File: src/rtl/sram_ctrl_pkg.sv
// Shared helpers for the asynchronous SRAM controller: converts nanosecond
// windows to whole clock cycles and names the access kinds.
package sram_ctrl_pkg;

    typedef enum logic [1:0] {
        OP_IDLE  = 2'd0,
        OP_WRITE = 2'd1,
        OP_READ  = 2'd2
    } op_e;

    // Round a nanosecond window up to whole clock periods.
    function automatic int unsigned ns_to_cyc(int unsigned ns, int unsigned period_ns);
        return (ns + period_ns - 1) / period_ns;
    endfunction

    // Larger of two counts.
    function automatic int unsigned max2(int unsigned a, int unsigned b);
        return (a > b) ? a : b;
    endfunction

endpackage

File: src/rtl/sram_pwrup_wait.sv
// Power-up gate: counts CYCLES rising edges after reset release, then holds
// done high until the next reset. Assumes CYCLES fits in 32 bits.
module sram_pwrup_wait #(
    parameter int unsigned CYCLES = 20000
) (
    input  logic clk,
    input  logic rst_n,
    output logic done
);
    import sram_ctrl_pkg::*;

    localparam int unsigned PW = max2(CYCLES, 1);
    localparam int unsigned CW = $clog2(PW + 1);
    localparam logic [CW-1:0] LAST = CW'(PW - 1);

    logic [CW-1:0] cnt;

    // Count edges since reset until the interval has elapsed.
    always_ff @(posedge clk) begin
        if (!rst_n) begin
            cnt  <= '0;
            done <= 1'b0;
        end else if (!done) begin
            cnt <= cnt + 1'b1;
            if (cnt == LAST) begin
                done <= 1'b1;
            end
        end
    end

endmodule

File: src/rtl/sram_access_seq.sv
// Strobe sequencer: on start it runs one read or write access and places
// every memory strobe and the data-driver enable on a flip-flop. Offsets are
// counted from the acceptance edge. Assumes WLEN >= WP_C + 2 and
// RLEN >= CAP_C + 1, which the top guarantees.
module sram_access_seq #(
    parameter int unsigned WP_C  = 4,
    parameter int unsigned CAP_C = 5,
    parameter int unsigned WLEN  = 6,
    parameter int unsigned RLEN  = 7
) (
    input  logic clk,
    input  logic rst_n,
    input  logic start,
    input  logic start_wr,
    output logic busy,
    output logic cap,
    output logic cs_n,
    output logic cs,
    output logic oe_n,
    output logic we_n,
    output logic dq_oe
);
    import sram_ctrl_pkg::*;

    localparam int unsigned TW = $clog2(max2(WLEN, RLEN) + 1);
    localparam logic [TW-1:0] K_WE_END  = TW'(WP_C - 1);
    localparam logic [TW-1:0] K_WR_REL  = TW'(WP_C);
    localparam logic [TW-1:0] K_WR_DONE = TW'(WLEN - 2);
    localparam logic [TW-1:0] K_CAP     = TW'(CAP_C - 1);
    localparam logic [TW-1:0] K_RD_DONE = TW'(RLEN - 2);

    op_e           op;
    logic [TW-1:0] t;

    assign busy = (op != OP_IDLE);
    assign cap  = (op == OP_READ) && (t == K_CAP);

    // Launch an access from idle, then step its strobes by offset.
    always_ff @(posedge clk) begin
        if (!rst_n) begin
            op    <= OP_IDLE;
            t     <= '0;
            cs_n  <= 1'b1;
            cs    <= 1'b0;
            oe_n  <= 1'b1;
            we_n  <= 1'b1;
            dq_oe <= 1'b0;
        end else if (op == OP_IDLE) begin
            if (start) begin
                op    <= start_wr ? OP_WRITE : OP_READ;
                t     <= '0;
                cs_n  <= 1'b0;
                cs    <= 1'b1;
                we_n  <= !start_wr;
                oe_n  <= start_wr;
                dq_oe <= start_wr;
            end
        end else begin
            t <= t + 1'b1;
            if (op == OP_WRITE) begin
                if (t == K_WE_END) begin
                    we_n <= 1'b1;
                end
                if (t == K_WR_REL) begin
                    dq_oe <= 1'b0;
                    cs_n  <= 1'b1;
                    cs    <= 1'b0;
                end
                if (t == K_WR_DONE) begin
                    op <= OP_IDLE;
                end
            end else begin
                if (t == K_CAP) begin
                    oe_n <= 1'b1;
                    cs_n <= 1'b1;
                    cs   <= 1'b0;
                end
                if (t == K_RD_DONE) begin
                    op <= OP_IDLE;
                end
            end
        end
    end

endmodule

File: src/rtl/sram_data_path.sv
// Data path: registers the address and write byte at acceptance and captures
// the read byte on the sequencer's capture pulse. The valid strobe follows
// that capture edge for one cycle.
module sram_data_path #(
    parameter int unsigned AW = 21,
    parameter int unsigned DW = 8
) (
    input  logic          clk,
    input  logic          rst_n,
    input  logic          load,
    input  logic [AW-1:0] cmd_addr,
    input  logic [DW-1:0] cmd_wdata,
    input  logic          cap,
    input  logic [DW-1:0] dq_in,
    output logic [AW-1:0] mem_addr,
    output logic [DW-1:0] mem_dq_out,
    output logic          rsp_valid,
    output logic [DW-1:0] rsp_rdata
);

    // Hold the command fields for the whole access.
    always_ff @(posedge clk) begin
        if (!rst_n) begin
            mem_addr   <= '0;
            mem_dq_out <= '0;
        end else if (load) begin
            mem_addr   <= cmd_addr;
            mem_dq_out <= cmd_wdata;
        end
    end

    // Capture read data and raise the one-cycle response strobe.
    always_ff @(posedge clk) begin
        if (!rst_n) begin
            rsp_valid <= 1'b0;
            rsp_rdata <= '0;
        end else begin
            rsp_valid <= cap;
            if (cap) begin
                rsp_rdata <= dq_in;
            end
        end
    end

endmodule

File: src/rtl/sram_async_ctrl.sv
// Top of the asynchronous SRAM controller. Converts nanosecond timing
// parameters to cycle counts, gates commands behind the power-up wait and
// joins the sequencer and the data path. Assumes the memory is the only other
// bus driver and that the data input is settled when captured.
module sram_async_ctrl #(
    parameter int unsigned AW             = 21,
    parameter int unsigned DW             = 8,
    parameter int unsigned CLK_NS         = 10,
    parameter int unsigned T_RC_NS        = 45,
    parameter int unsigned T_PWE_NS       = 35,
    parameter int unsigned T_SD_NS        = 20,
    parameter int unsigned T_AW_NS        = 35,
    parameter int unsigned T_AA_NS        = 45,
    parameter int unsigned T_DOE_NS       = 20,
    parameter int unsigned T_HZ_NS        = 15,
    parameter int unsigned POWERUP_CYCLES = 20000
) (
    input  logic          clk,
    input  logic          rst_n,
    input  logic          cmd_valid,
    output logic          cmd_ready,
    input  logic          cmd_write,
    input  logic [AW-1:0] cmd_addr,
    input  logic [DW-1:0] cmd_wdata,
    output logic          rsp_valid,
    output logic [DW-1:0] rsp_rdata,
    output logic [AW-1:0] mem_addr,
    output logic          mem_cs_n,
    output logic          mem_cs,
    output logic          mem_oe_n,
    output logic          mem_we_n,
    output logic [DW-1:0] mem_dq_out,
    output logic          mem_dq_oe,
    input  logic [DW-1:0] mem_dq_in
);
    import sram_ctrl_pkg::*;

    localparam int unsigned RC_C  = max2(ns_to_cyc(T_RC_NS, CLK_NS), 1);
    localparam int unsigned WP_C  = max2(max2(ns_to_cyc(T_PWE_NS, CLK_NS), ns_to_cyc(T_SD_NS, CLK_NS)),
                                         max2(ns_to_cyc(T_AW_NS, CLK_NS), 1));
    localparam int unsigned CAP_C = max2(max2(ns_to_cyc(T_AA_NS, CLK_NS), ns_to_cyc(T_DOE_NS, CLK_NS)), 1);
    localparam int unsigned HZ_C  = max2(ns_to_cyc(T_HZ_NS, CLK_NS), 1);
    localparam int unsigned WLEN  = max2(RC_C, WP_C + 2);
    localparam int unsigned RLEN  = max2(RC_C, CAP_C + HZ_C);

    logic pwr_done;
    logic busy;
    logic cap;
    logic accept;

    assign cmd_ready = pwr_done && !busy;
    assign accept    = cmd_valid && cmd_ready;

    sram_pwrup_wait #(.CYCLES(POWERUP_CYCLES)) u_pwr (
        .clk   (clk),
        .rst_n (rst_n),
        .done  (pwr_done)
    );

    sram_access_seq #(
        .WP_C  (WP_C),
        .CAP_C (CAP_C),
        .WLEN  (WLEN),
        .RLEN  (RLEN)
    ) u_seq (
        .clk      (clk),
        .rst_n    (rst_n),
        .start    (accept),
        .start_wr (cmd_write),
        .busy     (busy),
        .cap      (cap),
        .cs_n     (mem_cs_n),
        .cs       (mem_cs),
        .oe_n     (mem_oe_n),
        .we_n     (mem_we_n),
        .dq_oe    (mem_dq_oe)
    );

    sram_data_path #(.AW(AW), .DW(DW)) u_dp (
        .clk        (clk),
        .rst_n      (rst_n),
        .load       (accept),
        .cmd_addr   (cmd_addr),
        .cmd_wdata  (cmd_wdata),
        .cap        (cap),
        .dq_in      (mem_dq_in),
        .mem_addr   (mem_addr),
        .mem_dq_out (mem_dq_out),
        .rsp_valid  (rsp_valid),
        .rsp_rdata  (rsp_rdata)
    );

endmodule

File: config.mk
export PLATFORM = sky130hd
export DESIGN_NAME = sram_async_ctrl
export DESIGN_NICKNAME = d
export VERILOG_FILES = /design/src/rtl/sram_ctrl_pkg.sv /design/src/rtl/sram_pwrup_wait.sv /design/src/rtl/sram_access_seq.sv /design/src/rtl/sram_data_path.sv /design/src/rtl/sram_async_ctrl.sv
export SDC_FILE = /design/constraint.sdc
export NUM_CORES = 1
export LEC_CHECK = 0
export BUFFER_PORTS_ARGS = -buffer_cell sky130_fd_sc_hd__buf_2
export CAP_MARGIN = 15
export CORE_MARGIN = 2
export CORE_UTILIZATION = 45
export CTS_CLUSTER_SIZE = 30
export DETAILED_ROUTE_END_ITERATION = 16
export PLACE_DENSITY = 0.81
export SYNTH_ARGS = -nofsm -noshare
export SYNTH_HDL_FRONTEND = slang
export SYNTH_HIERARCHICAL = 1
export SYNTH_SLANG_ARGS = --single-unit
export TNS_END_PERCENT = 30
File: constraint.sdc
create_clock -name clk -period 4.9 [get_ports clk]
set_clock_uncertainty 0.15 [all_clocks]
set_input_delay 0.735 -clock clk [delete_from_list [all_inputs] [get_ports clk]]
set_output_delay 0.735 -clock clk [all_outputs]
set_load 0.02 [all_outputs]
# Yosys cells after proc, flatten, opt, wreduce, memory -nomap -nowiden
# Index checks and enable logic that the tools add are counted.
# Widths: inputs -> output; s select.
[word_totals]
reg_bits = 64
output_inout_bits = 44
inputBits = 41
[op_classes]
reduce_logical = 16
n_eq_ne = 9
n_mux = 25
add_sub_neg = 2
[op_table]
columns = ["cell", "count"]
rows = [
  ["$mux 1", 17],
  ["$add 15x1->15 const B", 1],
  ["$eq 15x15->1 const B", 1],
  ["$mux 2", 6],
  ["$reduce_and 3->1", 4],
  ["$reduce_bool 2->1", 4],
  ["$eq 3x3->1 const B", 2],
  ["$mux 3", 2],
  ["$add 3x1->3 const B", 1],
  ["$eq 3x2->1 const B", 1],
  ["$logic_and 1x1->1", 3],
  ["$ne 3x2->1 const B", 1],
  ["$reduce_bool 3->1", 1],
  ["$eq 2x1->1 const B", 1],
  ["$eq 2x2->1 const B", 1],
  ["$logic_not 1->1", 2],
  ["$logic_not 2->1", 1],
  ["$ne 2x1->1 const B", 1],
  ["$ne 2x2->1 const B", 1],
  ["$reduce_and 2->1", 1],
]

# Depth between registers and ports, before layout
[logic_depth]
word_depth = 6
mapped_depth = 8
mapped_depth_nobuf = 6

# Modules after synthesis
# The synthesis kept the hierarchy.
[modules_own_cells]
columns = ["mod", "seq_area_each_um2", "cells_each", "n_inst", "area_per_inst_um2"]
rows = [
  ["sram_data_path", 760.7, 121, 1, 1428.9],
  ["sram_pwrup_wait", 320.3, 85, 1, 809.5],
  ["sram_access_seq", 200.2, 56, 1, 508.0],
  ["sram_async_ctrl", 0.0, 2, 1, 15.0],
]

# Worst setup path before layout
# OpenSTA, ideal clock, no wires.
[synth_timing]
path_type = "input port to flip-flop"
from = "input port cmd_valid"
to = "register u_seq.oe_n"
stages = 4
required_ns = 4.683
n_path_buf = 0
setup_slack_ns = 2.983
arrival_time_ns = 1.700
cell_sequence = "and3b_1 or3b_4 and3b_1 o21ai_2"
[synth_via]
elab_chain_len = 3
[synth_lines]
columns = ["item", "line_no", "rtl"]
rows = [
  ["start, declared", "sram_async_ctrl.sv:20", "input logic cmd_valid,"],
  ["$logic_and 1x1->1", "sram_async_ctrl.sv:52", "assign accept = cmd_valid && cmd_ready;"],
  ["$ne 2x2->1 (no line)", "n/a", ""],
  ["$reduce_and 3->1 (no line)", "n/a", ""],
  ["end signal, assigned", "sram_access_seq.sv:55", "oe_n <= start_wr;"],
  ["end, declared", "sram_access_seq.sv:19", "output logic oe_n,"],
]
# No other way between the ends.
# A chain may end at the register's enable or synchronous reset.

# Worst setup path in the final report
[layout_timing]
from = "register u_seq.op[0]"
to = "register u_seq.oe_n"
[layout_via]
elab_chain_len = 6
word_cells_on_any_way = 11
cone_classes = "eq/ne: 3; mux: 1; reduce/logical: 7"
[layout_lines]
columns = ["item", "line_no", "rtl"]
rows = [
  ["start, declared", "sram_access_seq.sv:32", "op_e op;"],
  ["start signal, assigned", "sram_access_seq.sv:50", "op <= start_wr ? OP_WRITE : OP_READ;"],
  ["$reduce_bool 2->1", "sram_access_seq.sv:35", "assign busy = (op != OP_IDLE);"],
  ["via busy", "sram_async_ctrl.sv:47", "logic busy;"],
  ["$logic_not 1->1", "sram_async_ctrl.sv:51", "assign cmd_ready = pwr_done && !busy;"],
  ["$logic_and 1x1->1", "sram_async_ctrl.sv:51", ""],
  ["$logic_and 1x1->1", "sram_async_ctrl.sv:52", ""],
  ["via accept", "sram_async_ctrl.sv:49", "logic accept;"],
  ["$ne 2x2->1 (no line)", "n/a", ""],
  ["$reduce_and 3->1 (no line)", "n/a", ""],
]
# The timed path passes the listed nets, and every way through them passes these cells.

==> results.yml <==
sta:
  final-max-slew-violation-count: 0
  tns_ns: 0
  hold_viol: 0
  rsz0062_at_grt: "no"
  fmax_mhz: 385.3
  final-setup-viol-count: 0
  worst_pin_slew_ns: 0.9881
  max-slew-margin-rel: 0.3413
  period_needed_ns: 2.596
  layout_setup_ws_ns: 2.304
  min_period_over_period: 0.5297
synthesis:
  synth_seq_cells: 64
  ys_seq_area_frac: 0.4640
  syn_nets: 310
  synth_area_um2: 2761
  ys.flop_type: "dfxtp_1"
  yosysUniqueCellTypes: 48
  yosys_warnings: 6
  synth_edf_count: 0
  synthArstFlopShare: 0
  syn_area_per_cell_um2: 10.46
  syn_inst: 264
critical_path:
  start_kind: "flip-flop"
  arrival_ns: 2.71
  cp_data_required_time_ns: 5.01
  cp_max_fo: 36
  criticalPathCategory: "flip-flop to flip-flop"
  end_kind: "flip-flop"
cells_and_area:
  drive_above_1_share: 0.3077
  fin_area_um2: 3396
  fin_nets: 392
  utilization: 0.5735
  nFillCells: 527
  antenna-diode-count: 0
  layout.cells.non_filler: 426
  syn_to_final_growth_pct: 22.97
clock_tree:
  htree_levels: 3
  cts.sinks: 64
  hold_buffers: 0
  cts_setup_buffers: 0
  cts_root_buf: "clkbuf_8"
  cts_tree: "built"
  clockBufferDepth: 2
  numCtsBuffers: 9
  ctsResizeCount: 0
  clk_latency_ns: 0.33
  clk_pin_slew_ns: 0.07
place:
  dpl_cell_area_um2: 3183
  dp_cells: 410
  numPortBuffers: 84
  pre_cts_ws_ns: 2.226
  place_hpwl_um: 3816
  gp_congestion: 0.6718
floorplan:
  die-area_um2: 6779
  chipHeight_um: 82.34
  die_w_um: 82.34
  core_um2: 5921
  num_rows: 28
  ios: 85
  initial_core_util: 0.4664
global_route:
  grt-ovfl-total: 0
  grt_usage: 0.1611
  antenna_found_initial: 0
  grt_pass1_vias: 1851
  grt_pass1_wl_um: 8328
  grt_max_degree: 66
detailed_routing:
  avgViaCountPerCell: 4.944
  dr.pass1.iters: 4
  totalWireLength_um: 5565
  drt_iter0_drc: 119
  drc: 0
  routedWlPerCell_um: 13.06
  vias: 2106
  drtAntennaViolNets: 0
power_and_ir_drop:
  powerDensity_nw_per_um2: 308.3
  ir_drop_mv: 0.2477
  power.leakage_nw: 1.353
status:
  run_status: "finished clean"
min_path:
  worstHoldPathType: "flip-flop to flip-flop"
job:
  max_cap_violations: 0
[layout make-up]
cell class,count,area [um2],share of cell area
multi-input combinational,180,1361,0.4009
sequential,64,1281,0.3773
timing repair buffer,84,420.4,0.1238
clock buffer,11,131.4,0.03869
tap,75,93.84,0.02763
clock inverter,5,81.33,0.02395
inverter,7,26.28,0.007738
[worst max-delay path: stages (launching register included)]
cell and delay (ns):
dfxtp_1 0.41, nor2_4 0.19, inv_2 0.08, and3b_2 0.89
or3b_4 0.49, and3b_1 0.20, o21ai_2 0.10
[cells in the mapped netlist (all sizes together) (6+ instances only)]
cell / count / area share
nor4: 6 / 0.014
nand2b: 7 / 0.016
nand2: 13 / 0.018
dfxtp: 64 / 0.46
clkbuf: 6 / 0.0086
nand3: 7 / 0.013
mux2i: 43 / 0.16
inv: 7 / 0.0095
nor2b: 40 / 0.091
buf: 7 / 0.025
[metrics by stage]
step	power, W	hold WS, ns
floorplan	0.0005535	0.2877
global placement	0.0005723	0.2977
detailed placement	0.0005735	0.3144
CTS	0.001061	0.3257
global route	0.001092	0.3500
finish	0.001047	0.3271
[routing by layer]
layer | vias to the layer above | GRT usage | part of all wire
li1 | 1080 | - | -
met5 | - | 0 | 0
met4 | 0 | 0.07333 | 0.015
met1 | 963 | 0.1840 | 0.44
met3 | 6 | 0.04565 | 0.050
met2 | 57 | 0.2774 | 0.49
[kinds of logic after synthesis]
family | Yosys count | share of synthesized area
XOR/XNOR | 4 | 0.01269
multiplexers | 43 | 0.1559
adder cells (fa/ha/maj) | 5 | 0.02266
flip-flops | 64 | 0.4640
buffers and inverters | 20 | 0.04349
AND/OR/NAND/NOR | 103 | 0.2356
AO/OA/AOI/OAI | 25 | 0.06570
[worst paths after layout]
kind	startpoint	endpoint	slack [ns]	cells past startpoint
setup / recovery	u_seq/op[0]	u_seq/oe_n	2.30	6
hold / removal	u_pwr/cnt[11]	u_pwr/cnt[11]	0.33	2
setup reg to reg	u_seq/op[0]	u_seq/oe_n	2.30	6
hold reg to reg	u_pwr/cnt[11]	u_pwr/cnt[11]	0.33	2
[sequential cells by signal, summed over array words and instances, names as in the netlist]
register         count
u_seq/we_n           1
u_dp/rsp_valid       1
u_seq/cs             1
u_seq/cs_n           1
u_seq/oe_n           1
u_seq/op             2
u_dp/rsp_rdata       8
u_pwr/done           1
u_dp/mem_addr       21
u_seq/t              3
u_dp/mem_dq_out      8
u_pwr/cnt           15
u_seq/dq_oe          1
[cell usage in the layout, fill, tap and decap left out, types with 5 or more instances in the layout]
master / Yosys / routed
nor2b_1: 40 / 40
ha_1: 5 / 5
mux2i_1: 43 / 43
nand2_1: 13 / 13
and2_1: 5 / 5
nand3_1: 7 / 7
nor4_1: 6 / 6
inv_1: 6 / 6
dfxtp_1: 64 / 64
buf_2: 1 / 84
clkbuf_8: 0 / 9
nand2b_1: 7 / 7
[where the power goes]
| group | internal [W] | switching (W) |
|---|---|---|
| logic | 0.0000207 | 0.0000151 |
| registers | 0.000522 | 0.00000346 |
| clock network | 0.000287 | 0.000199 |
No activity file was read; power rests on OpenSTA's default activity.
